$ cat src/rtl/bus_search_master.sv
module bus_search_master #(
  parameter int ID_W   = 64,
  parameter int QDEPTH = 8
) (
  input  logic            clk,
  input  logic            rst_n,
  input  logic            start,
  output logic            bus_req,
  output logic [1:0]      bus_op,
  output logic            bus_bit,
  input  logic            bus_ack,
  input  logic            bus_zero,
  input  logic            bus_one,
  output logic [ID_W-1:0] id_out,
  output logic            id_valid,
  output logic            done,
  output logic            err
);
  localparam int BW = $clog2(ID_W);
  localparam int PW = $clog2(QDEPTH);
  localparam int CW = $clog2(QDEPTH + 1);

  typedef enum logic [2:0] {S_IDLE, S_POP, S_RST, S_CMD, S_SLOT, S_DEC, S_FIN, S_DONE} st_t;
  st_t st;

  logic [ID_W-1:0] q_mem [QDEPTH];
  logic [PW-1:0]   wr_p, rd_p;
  logic [CW-1:0]   q_cnt;
  logic [ID_W-1:0] route, id_acc;
  logic [BW-1:0]   bpos;
  logic            dec;

  logic both, none, fork_ok, last_bit;
  assign both     = bus_zero & bus_one;
  assign none     = ~bus_zero & ~bus_one;
  assign fork_ok  = both && ((route >> bpos) == '0);
  assign last_bit = (bpos == BW'(ID_W - 1));

  assign bus_req  = (st == S_RST) || (st == S_CMD) || (st == S_SLOT) || (st == S_DEC);
  assign bus_op   = (st == S_CMD) ? 2'd1 : (st == S_SLOT) ? 2'd2 : (st == S_DEC) ? 2'd3 : 2'd0;
  assign bus_bit  = dec;
  assign id_out   = id_acc;
  assign id_valid = (st == S_FIN);
  assign done     = (st == S_DONE);

  function automatic logic [PW-1:0] nxt(input logic [PW-1:0] p);
    return (p == PW'(QDEPTH - 1)) ? '0 : p + 1'b1;
  endfunction

  always_ff @(posedge clk or negedge rst_n) begin
    if (!rst_n) begin
      st     <= S_IDLE;
      wr_p   <= '0;
      rd_p   <= '0;
      q_cnt  <= '0;
      route  <= '0;
      id_acc <= '0;
      bpos   <= '0;
      dec    <= 1'b0;
      err    <= 1'b0;
    end else begin
      case (st)
        S_IDLE, S_DONE: if (start) begin
          q_mem[0] <= '0;
          wr_p     <= nxt('0);
          rd_p     <= '0;
          q_cnt    <= CW'(1);
          err      <= 1'b0;
          st       <= S_POP;
        end
        S_POP: if (q_cnt == '0) st <= S_DONE;
        else begin
          route <= q_mem[rd_p];
          rd_p  <= nxt(rd_p);
          q_cnt <= q_cnt - 1'b1;
          st    <= S_RST;
        end
        S_RST: if (bus_ack) st <= S_CMD;
        S_CMD: if (bus_ack) begin
          bpos <= '0;
          st   <= S_SLOT;
        end
        S_SLOT: if (bus_ack) begin
          if (none) begin
            err <= 1'b1;
            st  <= S_POP;
          end else begin
            dec <= both ? route[bpos] : bus_one;
            if (fork_ok) begin
              if (q_cnt == CW'(QDEPTH)) err <= 1'b1;
              else begin
                q_mem[wr_p] <= route | (ID_W'(1) << bpos);
                wr_p        <= nxt(wr_p);
                q_cnt       <= q_cnt + 1'b1;
              end
            end
            st <= S_DEC;
          end
        end
        S_DEC: if (bus_ack) begin
          id_acc[bpos] <= dec;
          if (last_bit) st <= S_FIN;
          else begin
            bpos <= bpos + 1'b1;
            st   <= S_SLOT;
          end
        end
        S_FIN: st <= S_POP;
        default: st <= S_IDLE;
      endcase
    end
  end


  idle_quiet_chk: assert property (@(posedge clk) disable iff (!rst_n)
    done |-> !bus_req && !id_valid);

  op_hold_chk: assert property (@(posedge clk) disable iff (!rst_n)
    bus_req && !bus_ack |=> bus_req && $stable(bus_op));

  valid_pulse_chk: assert property (@(posedge clk) disable iff (!rst_n)
    id_valid |=> !id_valid);

  silent_abort_chk: assert property (@(posedge clk) disable iff (!rst_n)
    (st == S_SLOT) && bus_ack && none |=> err && !id_valid);

  no_overflow_chk: assert property (@(posedge clk) disable iff (!rst_n)
    q_cnt <= CW'(QDEPTH));

  follow_single_chk: assert property (@(posedge clk) disable iff (!rst_n)
    (st == S_SLOT) && bus_ack && (bus_zero ^ bus_one) |=> bus_bit == $past(bus_one));
endmodule

$ cat config.mk
export PLATFORM = sky130hd
export DESIGN_NAME = bus_search_master
export DESIGN_NICKNAME = d
export VERILOG_FILES = /design/src/rtl/bus_search_master.sv
export SDC_FILE = /design/constraint.sdc
export NUM_CORES = 1
export LEC_CHECK = 0
export ABC_AREA = 1
export BUFFER_PORTS_ARGS = -buffer_cell sky130_fd_sc_hd__buf_2
export CORE_ASPECT_RATIO = 0.7
export CORE_UTILIZATION = 40
export DETAILED_ROUTE_END_ITERATION = 12
export PLACE_DENSITY = 0.54
export SYNTH_ARGS = -nofsm -noshare
export SYNTH_HDL_FRONTEND = slang
export SYNTH_SLANG_ARGS = --single-unit
$ cat constraint.sdc
create_clock -name clk -period 14.25 [get_ports clk]
set_input_delay 3.5625 -clock clk [delete_from_list [all_inputs] [get_ports clk]]
set_output_delay 3.5625 -clock clk [all_outputs]
set_load 0.01 [all_outputs]
==> results of run 1 <==
[power groups by stage]
stage / combinational (mW) / clock, mW / sequential [mW]
3_3_place_gp: 2.57 / 0 / 2.48
4_1_cts: 2.60 / 1.65 / 2.45
5_1_grt: 2.94 / 1.72 / 2.47
3_5_place_dp: 2.59 / 0 / 2.48
6_report: 2.63 / 1.63 / 2.46
2_1_floorplan: 1.87 / 0 / 2.36
[worst max path at each step]
| stage | start | to | depth (start not counted) |
|---|---|---|---|
| finish | bus_zero | q_mem[3][31] | 13 |
| global route | rst_n | q_mem[3][24] | 9 |
| CTS | bus_zero | q_mem[0][5] | 13 |
| detailed placement | bus_zero | q_mem[0][46] | 13 |
| global placement | bus_zero | q_mem[0][45] | 13 |
| floorplan | bus_zero | q_mem[5][0] | 11 |
[critical path, stage by stage]
cell and delay [ns]:
sky130_fd_sc_hd__buf_2 0.12, sky130_fd_sc_hd__nand2_1 0.11, sky130_fd_sc_hd__a31oi_1 0.19, sky130_fd_sc_hd__nand4_1 0.11, sky130_fd_sc_hd__nor2_1 0.12, sky130_fd_sc_hd__nand3_1 0.08, sky130_fd_sc_hd__nor2_1 0.27, sky130_fd_sc_hd__nand3_1 0.20
sky130_fd_sc_hd__nor2_2 0.21, sky130_fd_sc_hd__nand3_1 0.15, sky130_fd_sc_hd__nor2_4 0.10, sky130_fd_sc_hd__buf_4 0.52, sky130_fd_sc_hd__buf_4 0.69
[stage by stage]
stage	instances	util	hold slack (ns)
after floorplan	2975	-	0.492
after global placement	3880	0.425	0.449
after detailed placement	3880	0.425	0.472
after CTS	3994	0.451	0.488
after global routing	3994	0.451	0.524
final	3994	0.451	0.493
[registers in the layout, indices dropped and copies added (netlist names)]
signal   count
q_mem      512
id_out      64
route       64
bpos         6
q_cnt        4
rd_p         3
st           3
wr_p         3
bus_bit      1
err          1
[layout by cell type, fill, tap and decap left out, types with 37 or more instances in the layout]
cell type                     n
sky130_fd_sc_hd__o21ai_0    339
sky130_fd_sc_hd__inv_1       82
sky130_fd_sc_hd__a21oi_1    139
sky130_fd_sc_hd__clkbuf_16   62
sky130_fd_sc_hd__nor2_4      37
sky130_fd_sc_hd__nand3_1    269
sky130_fd_sc_hd__dfrtp_1    143
sky130_fd_sc_hd__edfxtp_1   512
sky130_fd_sc_hd__a31oi_1     37
sky130_fd_sc_hd__buf_4       48
sky130_fd_sc_hd__o221ai_1    98
sky130_fd_sc_hd__nand2_1    538
sky130_fd_sc_hd__buf_2       75
sky130_fd_sc_hd__nor2_1     409
[metal layers]
metal | GRT usage | vias to the layer above | share of wire
li1 | - | 10596 | -
met5 | 0 | - | 0
met2 | 0.342 | 835 | 0.42
met1 | 0.356 | 11272 | 0.47
met3 | 0.0537 | 158 | 0.083
met4 | 0.0719 | 0 | 0.029
[logic make-up (layout without fill, tap and decap cells)]
group           count (synthesis)  count (layout)  synth area share
buf+inv                       294             336            0.0421
fa+ha+maj                      13              13           0.00562
xor+xnor                        3               3          0.000868
compound gates                695             695             0.134
flops                         661             661             0.631
simple gates                 1309            1309             0.187
[final cells by class]
type | instances | area [um2]
Clock buffer | 85 | 1740
Clock inverter | 29 | 238
Fill cell | 6851 | 40600
Inverter | 98 | 384
Multi-Input combinational cell | 2020 | 9960
Sequential cell | 661 | 19100
Tap cell | 977 | 1220
Timing Repair Buffer | 124 | 747
==> impl_metrics.xml, run 1 <==
<?xml version="1.0" encoding="UTF-8"?>
<metrics>
  <group name="run_status">
    <metric name="run_status" unit="">finished clean</metric>
  </group>
  <group name="sta">
    <metric name="final.setup.tns" unit="ns">0</metric>
    <metric name="final-max-slew-violation-count" unit="">0</metric>
    <metric name="clock.fmax" unit="GHz">0.161</metric>
    <metric name="layout_setup_ws" unit="ns">8.02</metric>
    <metric name="setup_viol_count_final" unit="">0</metric>
    <metric name="tightestPinTransition" unit="ns">1.32</metric>
    <metric name="timing.slew.headroom" unit="">0.115</metric>
    <metric name="finalCritPeriodShare" unit="">0.437</metric>
    <metric name="setup_repair_after_global_routing_missed_its_margin" unit="">false</metric>
    <metric name="clock_skew" unit="ns">0.0277</metric>
    <metric name="hold_violations" unit="">0</metric>
    <metric name="fin_crit" unit="ns">6.23</metric>
  </group>
  <group name="yosys">
    <metric name="synth.avg_cell_area" unit="um2">10.2</metric>
    <metric name="ys_top_cells_by_area" unit="">sky130_fd_sc_hd__edfxtp_1, sky130_fd_sc_hd__dfrtp_1, sky130_fd_sc_hd__nand2_1</metric>
    <metric name="postSynthRegisterBits" unit="">661</metric>
    <metric name="syn_nets" unit="">2994</metric>
    <metric name="postSynth.asyncResetShare" unit="">0.225</metric>
    <metric name="netlist_instances" unit="">2975</metric>
    <metric name="postSynth.topFlopCell" unit="">sky130_fd_sc_hd__edfxtp_1</metric>
    <metric name="yosysWarnings" unit="">0</metric>
    <metric name="number_of_flops_mapped_to_enable_cells_by_yosys" unit="">512</metric>
    <metric name="post_synth_num_cell_types" unit="">47</metric>
    <metric name="synth_top_area_share" unit="">0.508</metric>
    <metric name="synth_largest_area_cell" unit="">sky130_fd_sc_hd__edfxtp_1</metric>
    <metric name="yosys.cell_count.top_type" unit="">sky130_fd_sc_hd__nand2_1</metric>
    <metric name="syn-cell-area" unit="um2">30300</metric>
    <metric name="synth_commonest_cells" unit="">sky130_fd_sc_hd__nand2_1, sky130_fd_sc_hd__edfxtp_1, sky130_fd_sc_hd__nor2_1</metric>
    <metric name="ys_seq_area_frac" unit="">0.631</metric>
  </group>
  <group name="worst_hold_path">
    <metric name="kind_of_path_behind_the_tightest_hold_check" unit="">reg2reg</metric>
    <metric name="timing.hold.worst.start" unit="">err</metric>
    <metric name="timing.hold.worst_endpoint" unit="">err</metric>
    <metric name="timing.hold.worst_path_depth" unit="">2</metric>
  </group>
  <group name="critical_path">
    <metric name="critical_path_peak_fanout" unit="">33</metric>
    <metric name="worst_ep_arrival_time" unit="ns">6.49</metric>
    <metric name="timing.reg2reg.setup_slack" unit="ns">8.53</metric>
    <metric name="required" unit="ns">14.51</metric>
    <metric name="rr_worst_depth" unit="">21</metric>
    <metric name="timing.setup.critical_path_class" unit="">in2reg</metric>
    <metric name="rr_startpoint" unit="">bpos[2]</metric>
    <metric name="end_kind" unit="">flip-flop</metric>
    <metric name="setup.worst_path.start_class" unit="">input pin</metric>
    <metric name="timing.rr.end" unit="">q_mem[0][46]</metric>
  </group>
  <group name="cts">
    <metric name="cts_setup_buffers" unit="">0</metric>
    <metric name="tritoncts" unit="">built</metric>
    <metric name="max_h_tree_level" unit="">2</metric>
    <metric name="cts_num_sinks" unit="">661</metric>
    <metric name="clk_pin_slew_worst_paths" unit="ns">0.07</metric>
    <metric name="worst_skew_pair.late_latency" unit="ns">0.64</metric>
    <metric name="post_cts_resize_count" unit="">0</metric>
    <metric name="ctsRootBufferMaster" unit="">sky130_fd_sc_hd__clkbuf_16</metric>
    <metric name="holdBufCountCts" unit="">0</metric>
    <metric name="clockBufferDepth" unit="">3</metric>
    <metric name="cts_made_buffers" unit="">61</metric>
  </group>
  <group name="power">
    <metric name="power.switching" unit="mW">2.86</metric>
    <metric name="post-layout-total-power" unit="mW">6.71</metric>
    <metric name="power_frac_clock" unit="">0.242</metric>
    <metric name="switching_share" unit="">0.426</metric>
    <metric name="irDropWorstVdd" unit="mV">0.142</metric>
    <metric name="p_leak" unit="nW">12.4</metric>
    <metric name="total_power_density_per_cell_area" unit="nW/um2">201</metric>
    <metric name="power.share.combinational" unit="">0.392</metric>
    <metric name="power_frac_seq" unit="">0.366</metric>
    <metric name="p_int" unit="mW">3.85</metric>
  </group>
  <group name="routing">
    <metric name="route.detailed.wl_per_inst" unit="um">22.8</metric>
    <metric name="detail_route.drc_violations" unit="">0</metric>
    <metric name="postRouteWirelength" unit="um">91200</metric>
    <metric name="detail_route.vias_per_cell" unit="">5.72</metric>
    <metric name="drt_iter0_markers" unit="">2231</metric>
    <metric name="dr.pass1.iters" unit="">6</metric>
    <metric name="detail-route-antenna-nets" unit="">0</metric>
    <metric name="via_count" unit="">22861</metric>
  </group>
  <group name="placement">
    <metric name="placedInstanceArea" unit="um2">31400</metric>
    <metric name="dpl.hpwl" unit="um">54300</metric>
    <metric name="preCtsSetupSlack" unit="ns">7.30</metric>
    <metric name="place.gp.congestion" unit="">0.978</metric>
    <metric name="input_output_buffers" unit="">76</metric>
  </group>
  <group name="layout">
    <metric name="net_count_of_the_finished_layout" unit="">2985</metric>
    <metric name="diodes_inserted" unit="">0</metric>
    <metric name="drive_gt1_frac" unit="">0.0974</metric>
    <metric name="areaGrowthSynthToFinish" unit="%">10.4</metric>
    <metric name="postLayoutCellArea" unit="um2">33400</metric>
  </group>
  <group name="floorplanning">
    <metric name="rows" unit="">83</metric>
    <metric name="placeableCoreArea" unit="um2">74000</metric>
    <metric name="io_pins" unit="">77</metric>
    <metric name="dieWidth" unit="um">331</metric>
    <metric name="height_of_the_chip" unit="um">232</metric>
    <metric name="initial_core_util" unit="">0.409</metric>
    <metric name="die_area" unit="um2">76800</metric>
  </group>
  <group name="global_route">
    <metric name="grt_pass1_wl" unit="um">138000</metric>
    <metric name="grt_antenna_before_repair" unit="">0</metric>
    <metric name="grt_max_degree" unit="">108</metric>
    <metric name="grtUsageTotal" unit="">0.239</metric>
    <metric name="gr-total-overflow" unit="">0</metric>
    <metric name="first_global_vias" unit="">22108</metric>
  </group>
  <group name="flow_run">
    <metric name="cap_violations" unit="">0</metric>
  </group>
</metrics>
(Power assumes the default switching activity.)
==> inputs of run 2 (changes only) <==
--- a/config.mk
+++ b/config.mk
@@ -5,7 +5,7 @@
 export SDC_FILE = /design/constraint.sdc
 export NUM_CORES = 1
 export LEC_CHECK = 0
-export ABC_AREA = 1
+export ABC_AREA = 0
 export BUFFER_PORTS_ARGS = -buffer_cell sky130_fd_sc_hd__buf_2
 export CORE_ASPECT_RATIO = 0.7
 export CORE_UTILIZATION = 40
==> constraint.sdc (replaced) <==
create_clock -name clk -period 5.87 [get_ports clk]
set_input_delay 1.4675 -clock clk [delete_from_list [all_inputs] [get_ports clk]]
set_output_delay 1.4675 -clock clk [all_outputs]
set_load 0.01 [all_outputs]
==> run 2 against run 1 <==
Net effect: global-route usage increased by 0.12 points; worst setup slack got worse by 7.7 ns; clock-buffer cell count grew 7; critical path depth did not move; cell area up 6.1%; clock skew is 0.00067 ns higher; clock power increased to 2.5 times the previous value; combinational power is 110% higher; routed wire length up 2.7%; core utilization up 0.97 points; critical path type is now reg2reg; largest cell class unchanged; largest power group is now sequential cells.
==> impl_metrics.xml, run 2 <==
<?xml version="1.0" encoding="UTF-8"?>
<metrics>
  <group name="run_status">
    <metric name="run_status" unit="">finished clean</metric>
  </group>
  <group name="routing">
    <metric name="postRouteWirelength" unit="um">93600</metric>
    <metric name="detail_route.drc_violations" unit="">0</metric>
    <metric name="drt_iter0_markers" unit="">2157</metric>
    <metric name="dr.pass1.iters" unit="">5</metric>
    <metric name="detail-route-antenna-nets" unit="">0</metric>
    <metric name="detail_route.vias_per_cell" unit="">6.04</metric>
    <metric name="via_count" unit="">19850</metric>
    <metric name="route.detailed.wl_per_inst" unit="um">28.5</metric>
  </group>
  <group name="yosys">
    <metric name="netlist_instances" unit="">2111</metric>
    <metric name="yosys.cell_count.top_type" unit="">sky130_fd_sc_hd__edfxtp_1</metric>
    <metric name="ys_seq_area_frac" unit="">0.614</metric>
    <metric name="postSynth.asyncResetShare" unit="">0.225</metric>
    <metric name="synth.avg_cell_area" unit="um2">14.7</metric>
    <metric name="post_synth_num_cell_types" unit="">80</metric>
    <metric name="postSynthRegisterBits" unit="">661</metric>
    <metric name="synth_largest_area_cell" unit="">sky130_fd_sc_hd__edfxtp_1</metric>
    <metric name="syn_nets" unit="">2130</metric>
    <metric name="synth_commonest_cells" unit="">sky130_fd_sc_hd__edfxtp_1, sky130_fd_sc_hd__mux4_2, sky130_fd_sc_hd__nor2_1</metric>
    <metric name="syn-cell-area" unit="um2">31100</metric>
    <metric name="postSynth.topFlopCell" unit="">sky130_fd_sc_hd__edfxtp_1</metric>
    <metric name="ys_top_cells_by_area" unit="">sky130_fd_sc_hd__edfxtp_1, sky130_fd_sc_hd__mux4_2, sky130_fd_sc_hd__dfrtp_1</metric>
    <metric name="synth_top_area_share" unit="">0.494</metric>
    <metric name="yosysWarnings" unit="">0</metric>
    <metric name="number_of_flops_mapped_to_enable_cells_by_yosys" unit="">512</metric>
  </group>
  <group name="sta">
    <metric name="clock_skew" unit="ns">0.0283</metric>
    <metric name="clock.fmax" unit="GHz">0.180</metric>
    <metric name="tightestPinTransition" unit="ns">1.45</metric>
    <metric name="fin_crit" unit="ns">5.55</metric>
    <metric name="hold_violations" unit="">0</metric>
    <metric name="finalCritPeriodShare" unit="">0.946</metric>
    <metric name="setup_repair_after_global_routing_missed_its_margin" unit="">false</metric>
    <metric name="setup_viol_count_final" unit="">0</metric>
    <metric name="final-max-slew-violation-count" unit="">0</metric>
    <metric name="timing.slew.headroom" unit="">0.0295</metric>
  </group>
  <group name="placement">
    <metric name="dpl.hpwl" unit="um">61500</metric>
    <metric name="place.gp.congestion" unit="">1.00</metric>
    <metric name="input_output_buffers" unit="">76</metric>
    <metric name="dpl.cell_count" unit="">3168</metric>
  </group>
  <group name="cts">
    <metric name="clockBufferDepth" unit="">3</metric>
    <metric name="holdBufCountCts" unit="">0</metric>
    <metric name="worst_skew_pair.late_latency" unit="ns">0.65</metric>
    <metric name="cts_num_sinks" unit="">661</metric>
    <metric name="max_h_tree_level" unit="">3</metric>
    <metric name="cts_setup_buffers" unit="">0</metric>
    <metric name="cts_made_buffers" unit="">66</metric>
    <metric name="tritoncts" unit="">built</metric>
    <metric name="ctsRootBufferMaster" unit="">sky130_fd_sc_hd__clkbuf_16</metric>
    <metric name="clk_pin_slew_worst_paths" unit="ns">0.08</metric>
    <metric name="post_cts_resize_count" unit="">0</metric>
  </group>
  <group name="critical_path">
    <metric name="cp_cell_sequence" unit="">buf_4 -&gt; mux2_1 -&gt; mux2i_1 -&gt; nand2_1 -&gt; o221a_1 -&gt; nor4_1 -&gt; buf_4 -&gt; a311oi_1 -&gt; nor4_2 -&gt; and4_1 -&gt; nand3_4 -&gt; buf_12 -&gt; nor2_1</metric>
    <metric name="worst_ep_arrival_time" unit="ns">5.86</metric>
    <metric name="required" unit="ns">6.18</metric>
    <metric name="end_kind" unit="">flip-flop</metric>
    <metric name="timing.setup.critical_path_class" unit="">reg2reg</metric>
    <metric name="slowest_stage" unit="">sky130_fd_sc_hd__dfrtp_4</metric>
    <metric name="crit_top_cell" unit="">sky130_fd_sc_hd__buf_4</metric>
    <metric name="critical_path_peak_fanout" unit="">45</metric>
    <metric name="critical_path_buf_inv_count" unit="">3</metric>
    <metric name="timing.critical_path.max_delay_family" unit="">simple AND/OR/NAND/NOR gates</metric>
    <metric name="worst_path_largest_cell_delay" unit="ns">0.72</metric>
    <metric name="setup.worst_path.start_class" unit="">flip-flop</metric>
  </group>
  <group name="power">
    <metric name="irDropWorstVdd" unit="mV">0.246</metric>
    <metric name="p_leak" unit="nW">11.5</metric>
    <metric name="post-layout-total-power" unit="mW">15.7</metric>
    <metric name="total_power_density_per_cell_area" unit="nW/um2">443</metric>
  </group>
  <group name="layout">
    <metric name="areaGrowthSynthToFinish" unit="%">13.9</metric>
    <metric name="final_common_cell" unit="">sky130_fd_sc_hd__edfxtp_1</metric>
    <metric name="layoutNonFillerInstCount" unit="">3289</metric>
    <metric name="layout_common_cells" unit="">sky130_fd_sc_hd__edfxtp_1, sky130_fd_sc_hd__mux4_2, sky130_fd_sc_hd__nor2_1</metric>
    <metric name="largest_reg_flops" unit="">512</metric>
    <metric name="net_count_of_the_finished_layout" unit="">2211</metric>
    <metric name="diodes_inserted" unit="">0</metric>
    <metric name="regMostFlops" unit="">q_mem</metric>
    <metric name="drive_gt1_frac" unit="">0.256</metric>
  </group>
  <group name="global_route">
    <metric name="grt_pass1_wl" unit="um">139000</metric>
    <metric name="gr-total-overflow" unit="">0</metric>
    <metric name="grt_max_degree" unit="">131</metric>
    <metric name="first_global_vias" unit="">19607</metric>
    <metric name="grtUsageTotal" unit="">0.240</metric>
    <metric name="grt_antenna_before_repair" unit="">3</metric>
  </group>
  <group name="floorplanning">
    <metric name="dieWidth" unit="um">335</metric>
    <metric name="die_area" unit="um2">78900</metric>
    <metric name="initial_core_util" unit="">0.404</metric>
    <metric name="placeableCoreArea" unit="um2">76900</metric>
    <metric name="height_of_the_chip" unit="um">235</metric>
    <metric name="io_pins" unit="">77</metric>
    <metric name="rows" unit="">85</metric>
  </group>
  <group name="flow_run">
    <metric name="cap_violations" unit="">0</metric>
  </group>
  <group name="worst_hold_path">
    <metric name="kind_of_path_behind_the_tightest_hold_check" unit="">reg2reg</metric>
  </group>
</metrics>
==> run 2: path summary, 6_finish.rpt <==
kind | from | endpoint | slack [ns] | cells after the start
min in group asynchronous | rst_n | route[59] | 0.81 | 1
setup reg to reg | bpos[0] | q_mem[6][48] | 0.32 | 13
setup / recovery | bpos[0] | q_mem[6][48] | 0.32 | 13
hold / removal | id_out[38] | id_out[38] | 0.50 | 1
hold reg to reg | id_out[38] | id_out[38] | 0.50 | 1
max in group asynchronous | rst_n | route[32] | 3.84 | 2
==> run 2: power breakdown <==
| part | total, mW | internal (mW) | switching (mW) |
|---|---|---|---|
| combinational | 5.44 | 2.30 | 3.14 |
| clock | 4.08 | 2.24 | 1.84 |
| sequential | 6.20 | 5.31 | 0.892 |
| total | 15.7 | 9.85 | 5.87 |
==> run 2: cells by family after synthesis <==
kind of cell	after synthesis	synth area share
AOI/OAI and AO/OA	381	0.0786
and+or+nand+nor	471	0.0674
buffers and inverters	187	0.0252
muxes	394	0.208
xor gates and xnor gates	4	0.00113
adders and majority gates	13	0.00547
DFF	661	0.614
==> run 2: stage by stage <==
step	TNS [ns]	setup slack (ns)	area (um2)	hold WS, ns	utilization
2_1_floorplan	-291.43	-1.31	31100	0.468	-
3_3_place_gp	0	0.347	33400	0.484	0.434
3_5_place_dp	0	0.499	33400	0.490	0.434
4_1_cts	0	0.428	35400	0.503	0.461
5_1_grt	0	0.118	35400	0.522	0.461
6_report	0	0.315	35400	0.498	0.461
==> run 2: metal layers <==
metal  share of wire  vias to the layer above  track usage  wire length [um]
met5         0.00029                        -            0                27
met2            0.43                      795        0.338             40000
li1                -                     8450            -                 -
met4           0.018                        4       0.0500              1650
met1            0.48                    10491        0.380             44900
met3           0.076                      110       0.0484              7100
==> run 2: cell type report <==
cell class	count	area, um2
clock buffers	92	1780
inverters	21	78.8
fillers	6742	41500
repair buffers	179	1550
well taps	1044	1310
multi-input cells	1263	11300
flip-flops and latches	661	19100
clock inverters	29	269
